## src/rtl/pms_pkg.sv

```systemverilog
package pms_pkg;
  typedef enum logic [2:0] {
    ST_HOLD,
    ST_BOOT,
    ST_MISSION,
    ST_BROWN,
    ST_SLEEP,
    ST_LCD
  } pms_state_e;

  localparam logic [2:0] MODE_RESET   = 3'd0;
  localparam logic [2:0] MODE_MISSION = 3'd1;
  localparam logic [2:0] MODE_BROWN   = 3'd2;
  localparam logic [2:0] MODE_SLEEP   = 3'd3;
  localparam logic [2:0] MODE_LCD     = 3'd4;

  function automatic logic [2:0] mode_of(pms_state_e s);
    case (s)
      ST_MISSION: return MODE_MISSION;
      ST_BROWN:   return MODE_BROWN;
      ST_SLEEP:   return MODE_SLEEP;
      ST_LCD:     return MODE_LCD;
      default:    return MODE_RESET;
    endcase
  endfunction

  function automatic logic is_low_power(pms_state_e s);
    return (s == ST_BROWN) || (s == ST_SLEEP) || (s == ST_LCD);
  endfunction
endpackage

```

## src/rtl/pms_tick_timer.sv

```systemverilog
module pms_tick_timer #(
  parameter int CNT_W = 13
) (
  input  logic             clk_i,
  input  logic             rst_ni,
  input  logic             clr_i,
  input  logic             tick_i,
  input  logic [CNT_W-1:0] limit_i,
  output logic             done_o
);
  logic [CNT_W-1:0] cnt_q;

  always_ff @(posedge clk_i or negedge rst_ni) begin
    if (!rst_ni)                         cnt_q <= '0;
    else if (clr_i)                      cnt_q <= '0;
    else if (tick_i && cnt_q != limit_i) cnt_q <= cnt_q + 1'b1;
  end

  assign done_o = (cnt_q == limit_i);

  // once expired, only a clear restarts the count
  a_r7_done_holds: assert property (@(posedge clk_i) disable iff (!rst_ni)
    (done_o && !clr_i && $stable(limit_i)) |=> done_o);
  a_r7_clear_restarts: assert property (@(posedge clk_i) disable iff (!rst_ni)
    (clr_i && limit_i != '0) |=> !done_o);
endmodule

```

## src/rtl/pms_mode_fsm.sv

```systemverilog
module pms_mode_fsm
  import pms_pkg::*;
(
  input  logic       clk_i,
  input  logic       rst_ni,
  input  logic       hold_rst_i,
  input  logic       pwr_good_i,
  input  logic       bat_ok_i,
  input  logic       lcd_req_i,
  input  logic       boot_done_i,
  input  logic       pll_done_i,
  output pms_state_e state_o,
  output logic       boot_short_o,
  output logic       irq_o,
  output logic       clr_pulse_o
);
  pms_state_e state_q, state_d;
  logic       short_q;
  logic       irq_q, clr_q;

  always_comb begin
    state_d = state_q;
    unique case (state_q)
      ST_HOLD:    state_d = ST_BOOT;
      ST_BOOT:    if (boot_done_i) state_d = short_q ? ST_BROWN : ST_MISSION;
      ST_MISSION: if (!pwr_good_i) state_d = bat_ok_i ? ST_BROWN : ST_SLEEP;
      ST_BROWN: begin
        if (pll_done_i)     state_d = ST_MISSION;
        else if (lcd_req_i) state_d = ST_LCD;
      end
      ST_SLEEP, ST_LCD: if (pll_done_i) state_d = ST_MISSION;
      default:    state_d = ST_HOLD;
    endcase
    if (hold_rst_i) state_d = ST_HOLD;
  end

  always_ff @(posedge clk_i or negedge rst_ni) begin
    if (!rst_ni) begin
      state_q <= ST_HOLD;
      short_q <= 1'b0;
      irq_q   <= 1'b0;
      clr_q   <= 1'b0;
    end else begin
      state_q <= state_d;
      if (state_q == ST_HOLD) short_q <= !pwr_good_i;
      irq_q <= (state_q == ST_BROWN) && (state_d == ST_MISSION);
      clr_q <= ((state_q == ST_SLEEP) || (state_q == ST_LCD)) && (state_d == ST_MISSION);
    end
  end

  assign state_o      = state_q;
  assign boot_short_o = short_q;
  assign irq_o        = irq_q;
  assign clr_pulse_o  = clr_q;

  a_r8_irq_from_brown: assert property (@(posedge clk_i) disable iff (!rst_ni)
    irq_q |-> (state_q == ST_MISSION && $past(state_q) == ST_BROWN));
  a_r8_irq_single: assert property (@(posedge clk_i) disable iff (!rst_ni)
    irq_q |=> !irq_q);
  a_r9_clr_from_low: assert property (@(posedge clk_i) disable iff (!rst_ni)
    clr_q |-> ($past(state_q) == ST_SLEEP || $past(state_q) == ST_LCD));
  a_r9_clr_single: assert property (@(posedge clk_i) disable iff (!rst_ni)
    clr_q |=> !clr_q);
  a_r5_no_battery_sleeps: assert property (@(posedge clk_i) disable iff (!rst_ni)
    (state_q == ST_MISSION && !pwr_good_i && !bat_ok_i && !hold_rst_i) |=> state_q == ST_SLEEP);
  a_r3_short_boot_brown: assert property (@(posedge clk_i) disable iff (!rst_ni)
    (state_q == ST_BROWN && $past(state_q) == ST_BOOT) |-> $past(short_q));
  a_r1_hold_forces_reset: assert property (@(posedge clk_i) disable iff (!rst_ni)
    hold_rst_i |=> state_q == ST_HOLD);
endmodule

```

## src/rtl/pwr_mode_seq.sv

```systemverilog
module pwr_mode_seq
  import pms_pkg::*;
#(
  parameter int WAKE_TICKS  = 4100,
  parameter int SHORT_TICKS = 2,
  parameter int PLL_TICKS   = 4100
) (
  input  logic       clk_i,
  input  logic       rst_ni,
  input  logic       hold_rst_i,
  input  logic       pwr_good_i,
  input  logic       bat_ok_i,
  input  logic       rtc_tick_i,
  input  logic       xtal_tick_i,
  input  logic       osc_tick_i,
  input  logic       lcd_req_i,
  output logic [2:0] mode_o,
  output logic       wake_o,
  output logic       pll_ok_o,
  output logic       irq_o,
  output logic       cfg_clr_o,
  output logic       wdog_en_o
);
  localparam int MAX_T  = (WAKE_TICKS > PLL_TICKS) ? WAKE_TICKS : PLL_TICKS;
  localparam int MAX_A  = (MAX_T > SHORT_TICKS) ? MAX_T : SHORT_TICKS;
  localparam int CNT_W  = $clog2(MAX_A + 1);
  localparam int N_TMR  = 2;
  localparam int T_BOOT = 0;
  localparam int T_PLL  = 1;

  pms_state_e state;
  logic       boot_short, clr_pulse;
  logic [N_TMR-1:0] t_clr, t_tick, t_done;
  logic [CNT_W-1:0] t_limit [N_TMR];

  assign t_clr[T_BOOT]   = (state != ST_BOOT);
  assign t_tick[T_BOOT]  = boot_short ? xtal_tick_i : rtc_tick_i;
  assign t_limit[T_BOOT] = boot_short ? CNT_W'(SHORT_TICKS) : CNT_W'(WAKE_TICKS);
  assign t_clr[T_PLL]    = !(is_low_power(state) && pwr_good_i);
  assign t_tick[T_PLL]   = osc_tick_i;
  assign t_limit[T_PLL]  = CNT_W'(PLL_TICKS);

  for (genvar g = 0; g < N_TMR; g++) begin : g_tmr
    pms_tick_timer #(.CNT_W(CNT_W)) u_tmr (
      .clk_i  (clk_i),
      .rst_ni (rst_ni),
      .clr_i  (t_clr[g]),
      .tick_i (t_tick[g]),
      .limit_i(t_limit[g]),
      .done_o (t_done[g])
    );
  end

  pms_mode_fsm u_fsm (
    .clk_i       (clk_i),
    .rst_ni      (rst_ni),
    .hold_rst_i  (hold_rst_i),
    .pwr_good_i  (pwr_good_i),
    .bat_ok_i    (bat_ok_i),
    .lcd_req_i   (lcd_req_i),
    .boot_done_i (t_done[T_BOOT]),
    .pll_done_i  (t_done[T_PLL]),
    .state_o     (state),
    .boot_short_o(boot_short),
    .irq_o       (irq_o),
    .clr_pulse_o (clr_pulse)
  );

  assign mode_o    = mode_of(state);
  assign wake_o    = (state == ST_MISSION) || (state == ST_BROWN);
  // comparator fall kills PLL-ready without waiting for an edge
  assign pll_ok_o  = (state == ST_MISSION) && pwr_good_i;
  assign cfg_clr_o = hold_rst_i || clr_pulse;
  assign wdog_en_o = (state == ST_MISSION);

  a_r6_pll_low_until_mission: assert property (@(posedge clk_i) disable iff (!rst_ni)
    (is_low_power(state) && !t_done[T_PLL]) |=> (mode_o != MODE_MISSION || $past(hold_rst_i) == 1'b0) && !($past(is_low_power(state)) && pll_ok_o && !$past(t_done[T_PLL])));
  a_r11_wdog_mission: assert property (@(posedge clk_i) disable iff (!rst_ni)
    $rose(wdog_en_o) |-> ($past(state) == ST_BOOT || $past(t_done[T_PLL])));
  a_r10_lcd_wake_low: assert property (@(posedge clk_i) disable iff (!rst_ni)
    (state == ST_BROWN && lcd_req_i && !t_done[T_PLL] && !hold_rst_i) |=> (mode_o == MODE_LCD && !wake_o));
endmodule

```

## config.mk

```make
export PLATFORM = sky130hd
export DESIGN_NAME = pwr_mode_seq
export DESIGN_NICKNAME = d
export VERILOG_FILES = /design/src/rtl/pms_pkg.sv /design/src/rtl/pms_tick_timer.sv /design/src/rtl/pms_mode_fsm.sv /design/src/rtl/pwr_mode_seq.sv
export SDC_FILE = /design/constraint.sdc
export NUM_CORES = 1
export LEC_CHECK = 0
export BUFFER_PORTS_ARGS = -buffer_cell sky130_fd_sc_hd__buf_2
export CAP_MARGIN = 20
export CORE_UTILIZATION = 35
export DETAILED_ROUTE_END_ITERATION = 7
export SLEW_MARGIN = 0
export SYNTH_ARGS = -nofsm -noshare
export SYNTH_HDL_FRONTEND = slang
export SYNTH_SLANG_ARGS = --single-unit
```

## constraint.sdc

```tcl
create_clock -name clk_i -period 2.7 [get_ports clk_i]
set_input_delay 0.675 -clock clk_i [delete_from_list [all_inputs] [get_ports clk_i]]
set_output_delay 0.675 -clock clk_i [all_outputs]
set_load 0.01 [all_outputs]
```

==> impl_metrics.ini <==
[cts]
cts.sinks = 32
numCtsBuffers = 5
cts_resized = 0
clock_path_buffers = 2
post_cts_buffers = 0
h-tree-depth = 2
tritoncts = yes
clkTransAtPathRegs_ps = 70
clkLatencyLatePin_ps = 280
cts_root_buf = clkbuf_8
ctsHoldBuffers = 0

[yosys]
synthAdderAreaFrac = 0.0199
synth_edf_count = 0
synthesis.nets = 208
synthArstFlopShare = 1.00
ys_seq_area_frac = 0.425
yosysWarningCount = 0
synth_compound_area_frac = 0.114
syn_area_um2 = 1880
synth_top_family_by_area = simple AND/OR/NAND/NOR gates
synth_cell_types = 52
syn_inst = 196
syn-mean-instance-area_um2 = 9.61
yosys.area_share.simple = 0.306
ys.flop_type = dfrtp_1
synth_xor_area_frac = 0.0744
ys_ff_latch = 32
yosys-mux-area-fraction = 0.0325

[power_and_ir_drop]
powerDensity_nw_per_um2 = 456
peakVddDrop_mv = 0.135
swShare = 0.246
p_sw_w = 0.000237
cellLeakagePower_nw = 0.906
power_frac_seq = 0.520
comb_power_share = 0.087
power_frac_clock = 0.393
intPower_w = 0.000729

[floorplan]
dieWidth_um = 75.4
ios = 17
rows = 26
die_area_um2 = 5680
design.core.area_um2 = 5140
start_util = 0.367
die_height_um = 75.4

[global_routing]
grt_util_all_layers = 0.153
grt-ovfl-total = 0
antenna_found_initial = 0
grt_pass1_vias = 1333
grt_max_degree = 33
grt_pass1_wl_um = 6350

[flow_run]
maxCapViolCount = 0

[worst_setup_path]
r2r_cells = 4
cp_data_required_time_ps = 2030
worst_setup_path_end_kind = output pin
crit_path_start_kind = flop
cp.arrival_ps = 1420
r2r_slack_ps = 760
r2r_start = g_tmr[1].u_tmr.cnt_q[4]$_DFFE_PN0P_
timing.rr.end = g_tmr[1].u_tmr.cnt_q[8]$_DFFE_PN0P_
path_max_fanout = 12
path_class = reg -> out

[cells_and_area]
multi_input_area_um2 = 1030
fin_nets = 225
antennaDiodeCount = 0
fillers = 535
syn_to_final_growth_pct = 12.4
register_area_um2 = 801
drive_above_1_share = 0.173

[run_status]
outcome = completed

[sta]
clock_skew_ps = 4.52
holdWs_ps = 446
grt_setup_unrepaired = false
min_period_ps = 2100
relSlewSlack = 0.492
setup_tns_ps = 0
worst_pin_slew_ps = 754
setup_viol = 0
report.final.slew_viol_count = 0
finalCritPeriodShare = 0.776
hold_viol_final = 0
max_freq_mhz = 477

[drt]
drt-met1-wl_um = 1990
vias_per_cell = 5.25
first_pass_iters = 4
wl_met2_um = 1740
ant_nets = 0
dr_total_vias = 1490
drt-total-wl_um = 3930
drc = 0
post_drt_wl_per_cell_um = 13.8
wl_met3_um = 109
highest_layer = met4
drt-initial-drc-count = 86

[placement]
portBuffers = 16
post-dp-hpwl_um = 2700
place.gp.congestion = 0.762

[worst_hold_path]
hp-class = in -> async
-- power by group through the flow --
stage / Clock, W / Combinational, W / Sequential, W
2_1_floorplan: 0 / 0.0000580 / 0.000505
6_report: 0.000380 / 0.0000837 / 0.000503
4_1_cts: 0.000395 / 0.0000852 / 0.000503
5_1_grt: 0.000416 / 0.0000954 / 0.000504
3_5_place_dp: 0 / 0.0000850 / 0.000512
3_3_place_gp: 0 / 0.0000840 / 0.000511
-- area by class of cell --
cell class	count	share of cell area
clock buffer	8	0.0425
inverter	8	0.0142
multi-input combinational	150	0.486
sequential	32	0.378
tap	70	0.0413
timing repair buffer	16	0.0378
-- critical path: stages, from the launching register on --
cell      delay, ps
dfrtp_1         480
nand2b_1        300
o21ai_0         200
buf_2           150
-- registers in the layout (all words and copies together), names as in the netlist --
| signal | cells |
|---|---|
| g_tmr.u_tmr.cnt_q | 26 |
| u_fsm.irq_o | 1 |
| u_fsm.clr_pulse_o | 1 |
| u_fsm.boot_short_o | 1 |
| u_fsm.state_o | 3 |
-- synth_stat cells, drive strengths merged, types with 5 or more instances --
library cell / number / area share
a21oi: 6 / 0.016
mux2i: 5 / 0.027
nand3: 7 / 0.019
clkbuf: 5 / 0.010
nor3: 6 / 0.016
nor2: 24 / 0.048
nand2: 14 / 0.028
dfrtp: 32 / 0.42
xor2: 7 / 0.033
xnor2: 9 / 0.042
inv: 8 / 0.016
o21ai: 6 / 0.016
nand4: 10 / 0.033
-- layout by cell type (no fill, tap or decap), drive strengths merged, types with 4 or more instances in the layout --
master  netlist  routed
buf           1      16
nand3         7       7
and4          4       4
xnor2         9       9
nor3          6       6
clkbuf        5       8
nand2        14      14
xor2          7       7
dfrtp        32      32
nor2         24      24
nand2b        4       4
o21ai         6       6
a21oi         6       6
mux2i         5       5
and3          4       4
inv           8       8
nand4        10      10
-- worst max-delay path by stage --
stage	endpoint	slack, ps	depth (start not counted)	from
global route	mode_o[1]	520	3	u_fsm.state_o[1]$_DFF_PN0_
detailed placement	g_tmr[1].u_tmr.cnt_q[8]$_DFFE_PN0P_	800	5	osc_tick_i
CTS	mode_o[1]	590	3	u_fsm.state_o[1]$_DFF_PN0_
global placement	cfg_clr_o	850	3	hold_rst_i
finish	mode_o[1]	600	3	u_fsm.state_o[1]$_DFF_PN0_
floorplan	g_tmr[0].u_tmr.cnt_q[2]$_DFFE_PN0P_	1050	4	g_tmr[0].u_tmr.cnt_q[0]$_DFFE_PN0P_
-- per-stage QoR --
stage | cell area (um^2) | utilization | power, W | setup WS (ps) | instances
3_3_place_gp | 2030 | 0.395 | 0.000595 | 846 | 276
3_5_place_dp | 2030 | 0.395 | 0.000597 | 802 | 276
6_report | 2120 | 0.412 | 0.000967 | 604 | 284
5_1_grt | 2120 | 0.412 | 0.00102 | 519 | 284
4_1_cts | 2120 | 0.412 | 0.000984 | 589 | 284
2_1_floorplan | 1880 | - | 0.000563 | 1050 | 196
-- layer usage --
| metal | GRT usage | up-vias |
|---|---|---|
| li1 | - | 746 |
| met1 | 0.198 | 714 |
| met2 | 0.235 | 23 |
| met3 | 0.0397 | 7 |
| met4 | 0.0802 | 0 |
| met5 | 0 | - |
-- logic make-up (layout without fill, tap and decap cells) --
family	count (synthesis)	count (layout)
xor gates and xnor gates	16	16
adders and majority gates	3	3
and+or+nand+nor	97	97
AOI/OAI and AO/OA	28	28
muxes	6	6
DFF	32	32
buffers and inverters	14	32
Note: power is estimated with default switching activity, not from simulation.
